**config.mk**
```make
export PLATFORM = sky130hd
export DESIGN_NAME = sramCtl
export DESIGN_NICKNAME = d
export VERILOG_FILES = /design/src/rtl/sramCtlPkg.sv /design/src/rtl/sramCtlFsm.sv /design/src/rtl/sramCtlData.sv /design/src/rtl/sramCtl.sv
export SDC_FILE = /design/constraint.sdc
export NUM_CORES = 1
export LEC_CHECK = 0
export BUFFER_PORTS_ARGS = -buffer_cell sky130_fd_sc_hd__buf_4
export CORE_MARGIN = 2
export CORE_UTILIZATION = 42
export DETAILED_ROUTE_END_ITERATION = 8
export GPL_TIMING_DRIVEN = 0
export PLACE_DENSITY = 0.76
export SLEW_MARGIN = 20
export SYNTH_ARGS = -nofsm -noshare
export SYNTH_HDL_FRONTEND = slang
export SYNTH_SLANG_ARGS = --single-unit
export TNS_END_PERCENT = 5
```
**constraint.sdc**
```tcl
create_clock -name clk -period 1.85 [get_ports clk]
set_clock_uncertainty 0.05 [all_clocks]
set_input_delay 0.0925 -clock clk [delete_from_list [all_inputs] [get_ports clk]]
set_output_delay 0.0925 -clock clk [all_outputs]
set_load 0.01 [all_outputs]
```
**src/rtl/sramCtlPkg.sv**
```systemverilog
package sramCtlPkg;

  typedef enum logic [2:0] {
    ST_IDLE,
    ST_READ,
    ST_READ_FLOAT,
    ST_WRITE,
    ST_WRITE_TAIL
  } ctlStateT;

  // Strobes from the sequencer to the datapath, all active high.
  typedef struct packed {
    logic chipSel;
    logic writeEn;
    logic outEn;
    logic busDrive;
    logic loadReq;
    logic captureRd;
  } strobeT;

  // Whole clock cycles covering a nanosecond minimum, never below one.
  function automatic int cyclesFor(input int ns, input int period);
    int c;
    c = (ns + period - 1) / period;
    if (c < 1) c = 1;
    return c;
  endfunction

  function automatic int maxOf(input int a, input int b);
    return (a > b) ? a : b;
  endfunction

endpackage

```
**src/rtl/sramCtlFsm.sv**
```systemverilog
module sramCtlFsm
  import sramCtlPkg::*;
#(
  parameter int NUM_READ  = 18,
  parameter int NUM_FLOAT = 7,
  parameter int NUM_WRITE = 15,
  parameter int NUM_TAIL  = 3
) (
  input  logic   clk,
  input  logic   rstN,
  input  logic   reqValid,
  input  logic   reqWrite,
  output logic   reqReady,
  output logic   rspDone,
  output strobeT strobes
);

  localparam int MAX_CNT = maxOf(maxOf(NUM_READ, NUM_FLOAT), maxOf(NUM_WRITE, NUM_TAIL));
  localparam int CNT_W   = $clog2(MAX_CNT + 1);

  ctlStateT stateQ, stateD;
  logic [CNT_W-1:0] cntQ, cntD;
  logic doneQ, doneD;
  logic lastCycle;

  assign lastCycle = (cntQ == '0);

  always_comb begin
    stateD  = stateQ;
    cntD    = cntQ;
    doneD   = 1'b0;
    strobes = '0;
    unique case (stateQ)
      ST_IDLE: begin
        if (reqValid) begin
          strobes.loadReq = 1'b1;
          stateD = reqWrite ? ST_WRITE : ST_READ;
          cntD   = reqWrite ? CNT_W'(NUM_WRITE - 1) : CNT_W'(NUM_READ - 1);
        end
      end
      ST_READ: begin
        strobes.chipSel = 1'b1;
        strobes.outEn   = 1'b1;
        if (lastCycle) begin
          strobes.captureRd = 1'b1;
          doneD  = 1'b1;
          stateD = ST_READ_FLOAT;
          cntD   = CNT_W'(NUM_FLOAT - 1);
        end else begin
          cntD = cntQ - 1'b1;
        end
      end
      ST_READ_FLOAT: begin
        if (lastCycle) stateD = ST_IDLE;
        else           cntD = cntQ - 1'b1;
      end
      ST_WRITE: begin
        strobes.chipSel  = 1'b1;
        strobes.writeEn  = 1'b1;
        strobes.busDrive = 1'b1;
        if (lastCycle) begin
          stateD = ST_WRITE_TAIL;
          cntD   = CNT_W'(NUM_TAIL - 1);
        end else begin
          cntD = cntQ - 1'b1;
        end
      end
      ST_WRITE_TAIL: begin
        if (lastCycle) begin
          doneD  = 1'b1;
          stateD = ST_IDLE;
        end else begin
          cntD = cntQ - 1'b1;
        end
      end
      default: stateD = ST_IDLE;
    endcase
  end

  always_ff @(posedge clk) begin
    if (!rstN) begin
      stateQ <= ST_IDLE;
      cntQ   <= '0;
      doneQ  <= 1'b0;
    end else begin
      stateQ <= stateD;
      cntQ   <= cntD;
      doneQ  <= doneD;
    end
  end

  assign reqReady = (stateQ == ST_IDLE);
  assign rspDone  = doneQ;

  // Run-length counters that feed the timing assertions only.
  logic [CNT_W:0] weRun, oeRun, floatRun;
  always_ff @(posedge clk) begin
    if (!rstN) begin
      weRun    <= '0;
      oeRun    <= '0;
      floatRun <= '1;
    end else begin
      weRun <= strobes.writeEn ? weRun + 1'b1 : '0;
      oeRun <= strobes.outEn   ? oeRun + 1'b1 : '0;
      if (strobes.outEn)      floatRun <= '0;
      else if (~&floatRun)    floatRun <= floatRun + 1'b1;
    end
  end

  // the write pulse lasts the full computed count
  p_we_width_r4: assert property (@(posedge clk) disable iff (!rstN)
    $fell(strobes.writeEn) |-> (int'(weRun) >= NUM_WRITE));

  // the read window lasts the full computed count
  p_read_window_r3: assert property (@(posedge clk) disable iff (!rstN)
    $fell(strobes.outEn) |-> (int'(oeRun) >= NUM_READ));

  // drive waits for the memory outputs to float
  p_float_gap_r6: assert property (@(posedge clk) disable iff (!rstN)
    $rose(strobes.busDrive) |-> (int'(floatRun) >= NUM_FLOAT));

  // completion is a single-cycle pulse
  p_done_pulse_r9: assert property (@(posedge clk) disable iff (!rstN)
    rspDone |=> !rspDone);

  // an idle controller has every strobe released
  p_idle_quiet_r8: assert property (@(posedge clk) disable iff (!rstN)
    reqReady |-> !(strobes.chipSel || strobes.writeEn || strobes.outEn || strobes.busDrive));

endmodule

```
**src/rtl/sramCtlData.sv**
```systemverilog
module sramCtlData
  import sramCtlPkg::*;
#(
  parameter int ADDR_W = 20,
  parameter int DATA_W = 16
) (
  input  logic                   clk,
  input  logic                   rstN,
  input  strobeT                 strobes,
  input  logic [ADDR_W-1:0]      reqAddr,
  input  logic [DATA_W/8-1:0]    reqMask,
  input  logic [DATA_W-1:0]      reqWdata,
  output logic [DATA_W-1:0]      rspRdata,
  output logic [ADDR_W-1:0]      sramAddr,
  output logic                   sramCs1N,
  output logic                   sramWeN,
  output logic                   sramOeN,
  output logic [DATA_W/8-1:0]    sramLaneN,
  output logic [DATA_W-1:0]      sramDqOut,
  output logic                   sramDqOe,
  input  logic [DATA_W-1:0]      sramDqIn
);

  localparam int LANES = DATA_W / 8;

  logic [ADDR_W-1:0] addrQ;
  logic [LANES-1:0]  maskQ;
  logic [DATA_W-1:0] wdataQ, rdataQ, rdMasked;

  for (genvar i = 0; i < LANES; i++) begin : g_lane
    assign sramLaneN[i]       = ~(strobes.chipSel & maskQ[i]);
    assign rdMasked[i*8 +: 8] = maskQ[i] ? sramDqIn[i*8 +: 8] : 8'h00;
  end

  always_ff @(posedge clk) begin
    if (!rstN) begin
      addrQ  <= '0;
      maskQ  <= '0;
      wdataQ <= '0;
      rdataQ <= '0;
    end else begin
      if (strobes.loadReq) begin
        addrQ  <= reqAddr;
        maskQ  <= reqMask;
        wdataQ <= reqWdata;
      end
      if (strobes.captureRd) rdataQ <= rdMasked;
    end
  end

  assign sramAddr  = addrQ;
  assign sramDqOut = wdataQ;
  assign sramDqOe  = strobes.busDrive;
  assign sramCs1N  = ~strobes.chipSel;
  assign sramWeN   = ~strobes.writeEn;
  assign sramOeN   = ~strobes.outEn;
  assign rspRdata  = rdataQ;

  // address, lanes and data hold still while the write pulse is low
  p_addr_hold_r4: assert property (@(posedge clk) disable iff (!rstN)
    (strobes.writeEn && $past(strobes.writeEn)) |->
      ($stable(sramAddr) && $stable(sramLaneN) && $stable(sramDqOut)));

  // never drive the bus while the memory may drive it
  p_no_contention_r6: assert property (@(posedge clk) disable iff (!rstN)
    sramDqOe |-> sramOeN);

endmodule

```
**src/rtl/sramCtl.sv**
```systemverilog
module sramCtl
  import sramCtlPkg::*;
#(
  parameter int ADDR_W          = 20,
  parameter int DATA_W          = 16,
  parameter int CLK_PERIOD_NS   = 4,
  parameter int T_CYCLE_NS      = 70,
  parameter int T_ADDR_ACC_NS   = 70,
  parameter int T_OE_ACC_NS     = 35,
  parameter int T_WE_PULSE_NS   = 50,
  parameter int T_ADDR_WE_NS    = 60,
  parameter int T_DATA_SETUP_NS = 30,
  parameter int T_BUS_FLOAT_NS  = 25
) (
  input  logic                clk,
  input  logic                rstN,
  input  logic                reqValid,
  output logic                reqReady,
  input  logic [ADDR_W-1:0]   reqAddr,
  input  logic                reqWrite,
  input  logic [DATA_W/8-1:0] reqMask,
  input  logic [DATA_W-1:0]   reqWdata,
  output logic                rspDone,
  output logic [DATA_W-1:0]   rspRdata,
  output logic [ADDR_W-1:0]   sramAddr,
  output logic                sramCs1N,
  output logic                sramCs2,
  output logic                sramWeN,
  output logic                sramOeN,
  output logic [DATA_W/8-1:0] sramLaneN,
  output logic [DATA_W-1:0]   sramDqOut,
  output logic                sramDqOe,
  input  logic [DATA_W-1:0]   sramDqIn
);

  localparam int NUM_CYCLE = cyclesFor(T_CYCLE_NS, CLK_PERIOD_NS);
  localparam int NUM_READ  = maxOf(NUM_CYCLE,
                               maxOf(cyclesFor(T_ADDR_ACC_NS, CLK_PERIOD_NS),
                                     cyclesFor(T_OE_ACC_NS, CLK_PERIOD_NS)));
  localparam int NUM_WRITE = maxOf(cyclesFor(T_WE_PULSE_NS, CLK_PERIOD_NS),
                               maxOf(cyclesFor(T_ADDR_WE_NS, CLK_PERIOD_NS),
                                     cyclesFor(T_DATA_SETUP_NS, CLK_PERIOD_NS)));
  localparam int NUM_TAIL  = maxOf(1, NUM_CYCLE - NUM_WRITE);
  localparam int NUM_FLOAT = cyclesFor(T_BUS_FLOAT_NS, CLK_PERIOD_NS);

  strobeT strobes;

  sramCtlFsm #(
    .NUM_READ (NUM_READ),
    .NUM_FLOAT(NUM_FLOAT),
    .NUM_WRITE(NUM_WRITE),
    .NUM_TAIL (NUM_TAIL)
  ) i_fsm (
    .clk     (clk),
    .rstN    (rstN),
    .reqValid(reqValid),
    .reqWrite(reqWrite),
    .reqReady(reqReady),
    .rspDone (rspDone),
    .strobes (strobes)
  );

  sramCtlData #(
    .ADDR_W(ADDR_W),
    .DATA_W(DATA_W)
  ) i_data (
    .clk      (clk),
    .rstN     (rstN),
    .strobes  (strobes),
    .reqAddr  (reqAddr),
    .reqMask  (reqMask),
    .reqWdata (reqWdata),
    .rspRdata (rspRdata),
    .sramAddr (sramAddr),
    .sramCs1N (sramCs1N),
    .sramWeN  (sramWeN),
    .sramOeN  (sramOeN),
    .sramLaneN(sramLaneN),
    .sramDqOut(sramDqOut),
    .sramDqOe (sramDqOe),
    .sramDqIn (sramDqIn)
  );

  assign sramCs2 = 1'b1;

endmodule

```
==> metrics <==
status finished with violations; violated checks negative setup slack; pwr dens 1001 nW/µm²; Fin. Hold Viols 0; maximum clock insertion buffer count 2; CP Capture Type flop; CTS root buffer clkbuf_8; dominant synthesized flop cell dfxtp_1; DRT antenna net count 0; first-pass GRT wire length 13.93 mm; average size of a mapped cell 7.965 µm²; Iter 0 DRT Violations 194; CP Cell Sequence inv_4 > ha_4 > or4b_4 > nor3_4 > buf_6 > nand3_2 > a21oi_2; Ports 119; post-synth net total 399; top cell type's share of synthesized area 46.71%; drt wl/cell 14.50 µm; Peak VDD IR 0.7753 mV; antenna cells 0; Overflow after GRT 0; #FFs+latches synth 63; Final Power 4.522 mW; DR DRC count 0; crit-path max cell delay 0.49 ns; largest net degree at the start of global routing 11; Routed WL 8.828 mm; CTS buffer count 9; Die Area 7086 µm²; DP Wirelength 5.415 mm; core area 6277 µm²; IO buf count 117; DR vias 3076; number of global-route vias before repair 3017; main area contributors after synthesis dfxtp_1 47%, nand2_1 14%, a21oi_1 11%; All-Layer GR Usage 24.45%; maximum clock rate 514.3 MHz; CTS tree yes; Slew headroom 64.91%; Crit Path Max Fanout 7; count leader, synth nand2_1; async set or reset register ratio after synthesis 0%; worst slew pin tran 0.5263 ns; register area share after synthesis 46.71%; clock-pin slew on the worst setup and hold paths 0.07 ns; Mapped Area 2700 µm²; Nets 588; layout cells sized above 1 31.95%; Hold Crit Class in -> reg; row count 29; WS Path Type reg -> reg; fill cell count 465; largest area contributor in the netlist dfxtp_1; Commonest cells post-synth 103 x nand2_1, 63 x dfxtp_1, 59 x a21oi_1; setup slack at placement -0.1642 ns; Worst EP required 2.06 ns; Placed Instances 533; critical path arrival 2.15 ns; Placement Cell Area 3690 µm²; LEAKAGE 1.954 nW; Die W 84.18 µm; Yosys cell types 51; total iterations of the first detailed-routing run 4; Layout Cells excl Fill 609; cells after synthesis 339; Via density 5.051; RSZ-0062 raised after global routing true; Final Cell Area 4518 µm²; clock latency on the worst-skew pair 0.32 ns; initial antenna violation count 0; Worst Setup Start Kind flop; fin. max-slew vios 0; Syn-to-layout area delta 67.33%; Vert. Die Dim 84.18 µm; H-tree depth 3; CTS Sinks 63; post-layout worst setup margin -0.09452 ns; Max stage delay cell, worst path or4b_4; Max-cap violations 0; Yosys Warn Count 0; Initial Util 43.01%; Final Wtd Congestion 0.9227; number of synthesized flops with an enable pin 0; endpoints failing setup 16; Final min period 1.945 ns; Final Cycle Share 105.1%
==> layer usage <==
metal | global-route usage (%) | share of wire, % | wire length, µm
met5 | 0 | 0 | 0
met1 | 28.36 | 41 | 3598
met3 | 6.195 | 6.3 | 557
met2 | 42.50 | 50 | 4452
met4 | 10.85 | 2.5 | 218
==> final timing paths <==
check	start	end	slack, ns	cells after the start
hold reg to reg	i_data.sramAddr[17]$_SDFFE_PN0P_	i_data.sramAddr[17]$_SDFFE_PN0P_	0.41	2
setup / recovery	i_fsm.cntQ[0]$_SDFFE_PN0P_	i_data.rspRdata[9]$_SDFFE_PN0P_	-0.09	7
setup reg to reg	i_fsm.cntQ[0]$_SDFFE_PN0P_	i_data.rspRdata[9]$_SDFFE_PN0P_	-0.09	7
hold / removal	reqWrite	i_fsm.cntQ[2]$_SDFFE_PN0P_	0.24	4
==> repair_timing <==
| item | 4_1_cts | 5_1_grt |
|---|---|---|
| resized for setup | 4 | 14 |
| hold buffers | 55 | 0 |
| gates cloned | 0 | 1 |
| buffers inserted | 2 | 4 |
| setup endpoints to repair | 37 | 42 |
| pin swaps | 1 | 10 |
| endpoints found under the hold margin | 55 | 0 |
==> power breakdown <==
group | internal [mW] | total (mW) | switching, mW | leakage, nW
Sequential | 1.52 | 1.64 | 0.123 | 0.515
Clock | 0.584 | 1.08 | 0.501 | 0.0942
Combinational | 0.874 | 1.79 | 0.918 | 1.34
Total | 2.98 | 4.52 | 1.54 | 1.95
==> per-stage QoR <==
step / hold WS (ns) / setup TNS, ns / utilization [%]
finish: 0.2384 / -0.8576 / 71.98
detailed placement: 0.2986 / -2.606 / 58.78
global placement: 0.2892 / -2.617 / 58.78
global route: 0.2495 / -2.192 / 71.98
CTS: 0.2080 / -0.7630 / 70.98
floorplan: 0.1640 / 0 / -
==> layout by cell type, fill, tap and decap left out, drive strengths merged, types with 2 or more instances in the layout <==
cell type / instances
buf: 131
or2: 2
and2: 2
or3b: 2
o22ai: 3
clkinv: 2
clkbuf: 31
nor2b: 2
a221oi: 2
dfxtp: 63
a2bb2oi: 2
nor2: 5
dlygate4sd3: 55
o21ai: 2
ha: 2
inv: 6
and3: 2
or4b: 2
nor4: 2
o31ai: 3
nand2: 103
o32ai: 2
nand3: 18
nand2b: 2
nor4b: 2
a21oi: 60
nor3: 6
==> cell type report <==
type,count,area [µm²],share of cell area (%)
clock inverter,3,17.52,0.3877
timing repair buffer,179,1489,32.95
sequential,63,1266,28.03
inverter,6,25.02,0.5539
tap,77,96.34,2.132
clock buffer,12,165.2,3.655
multi-input combinational,243,1301,28.80
buffer,26,157.7,3.489
==> state kept, by name, indices dropped and copies added (netlist names) <==
signal and count:
i_fsm.cntQ 5, i_data.sramAddr 20, i_data.sramDqOut 16, i_fsm.rspDone 1, i_fsm.stateQ 3, i_data.rspRdata 16
i_data.maskQ 2
==> critical path: cells and delay by family (launching register included) <==
family | cells | cell delay [ns]
buffers and inverters | 2 | 0.24
AO/OA/AOI/OAI | 1 | 0.15
flip-flops | 1 | 0.37
adder cells (fa/ha/maj) | 1 | 0.13
AND/OR/NAND/NOR | 3 | 0.94
==> cell families after synthesis <==
logic type,after synthesis,synth area share (%)
other,1,0.1389
adder cells (fa/ha/maj),2,0.9266
AO/OA/AOI/OAI,83,17.80
multiplexers,2,0.7878
XOR/XNOR,2,0.6489
AND/OR/NAND/NOR,153,26.18
buffers and inverters,33,6.812
flip-flops,63,46.71
No activity file was read; power rests on OpenSTA's default activity.
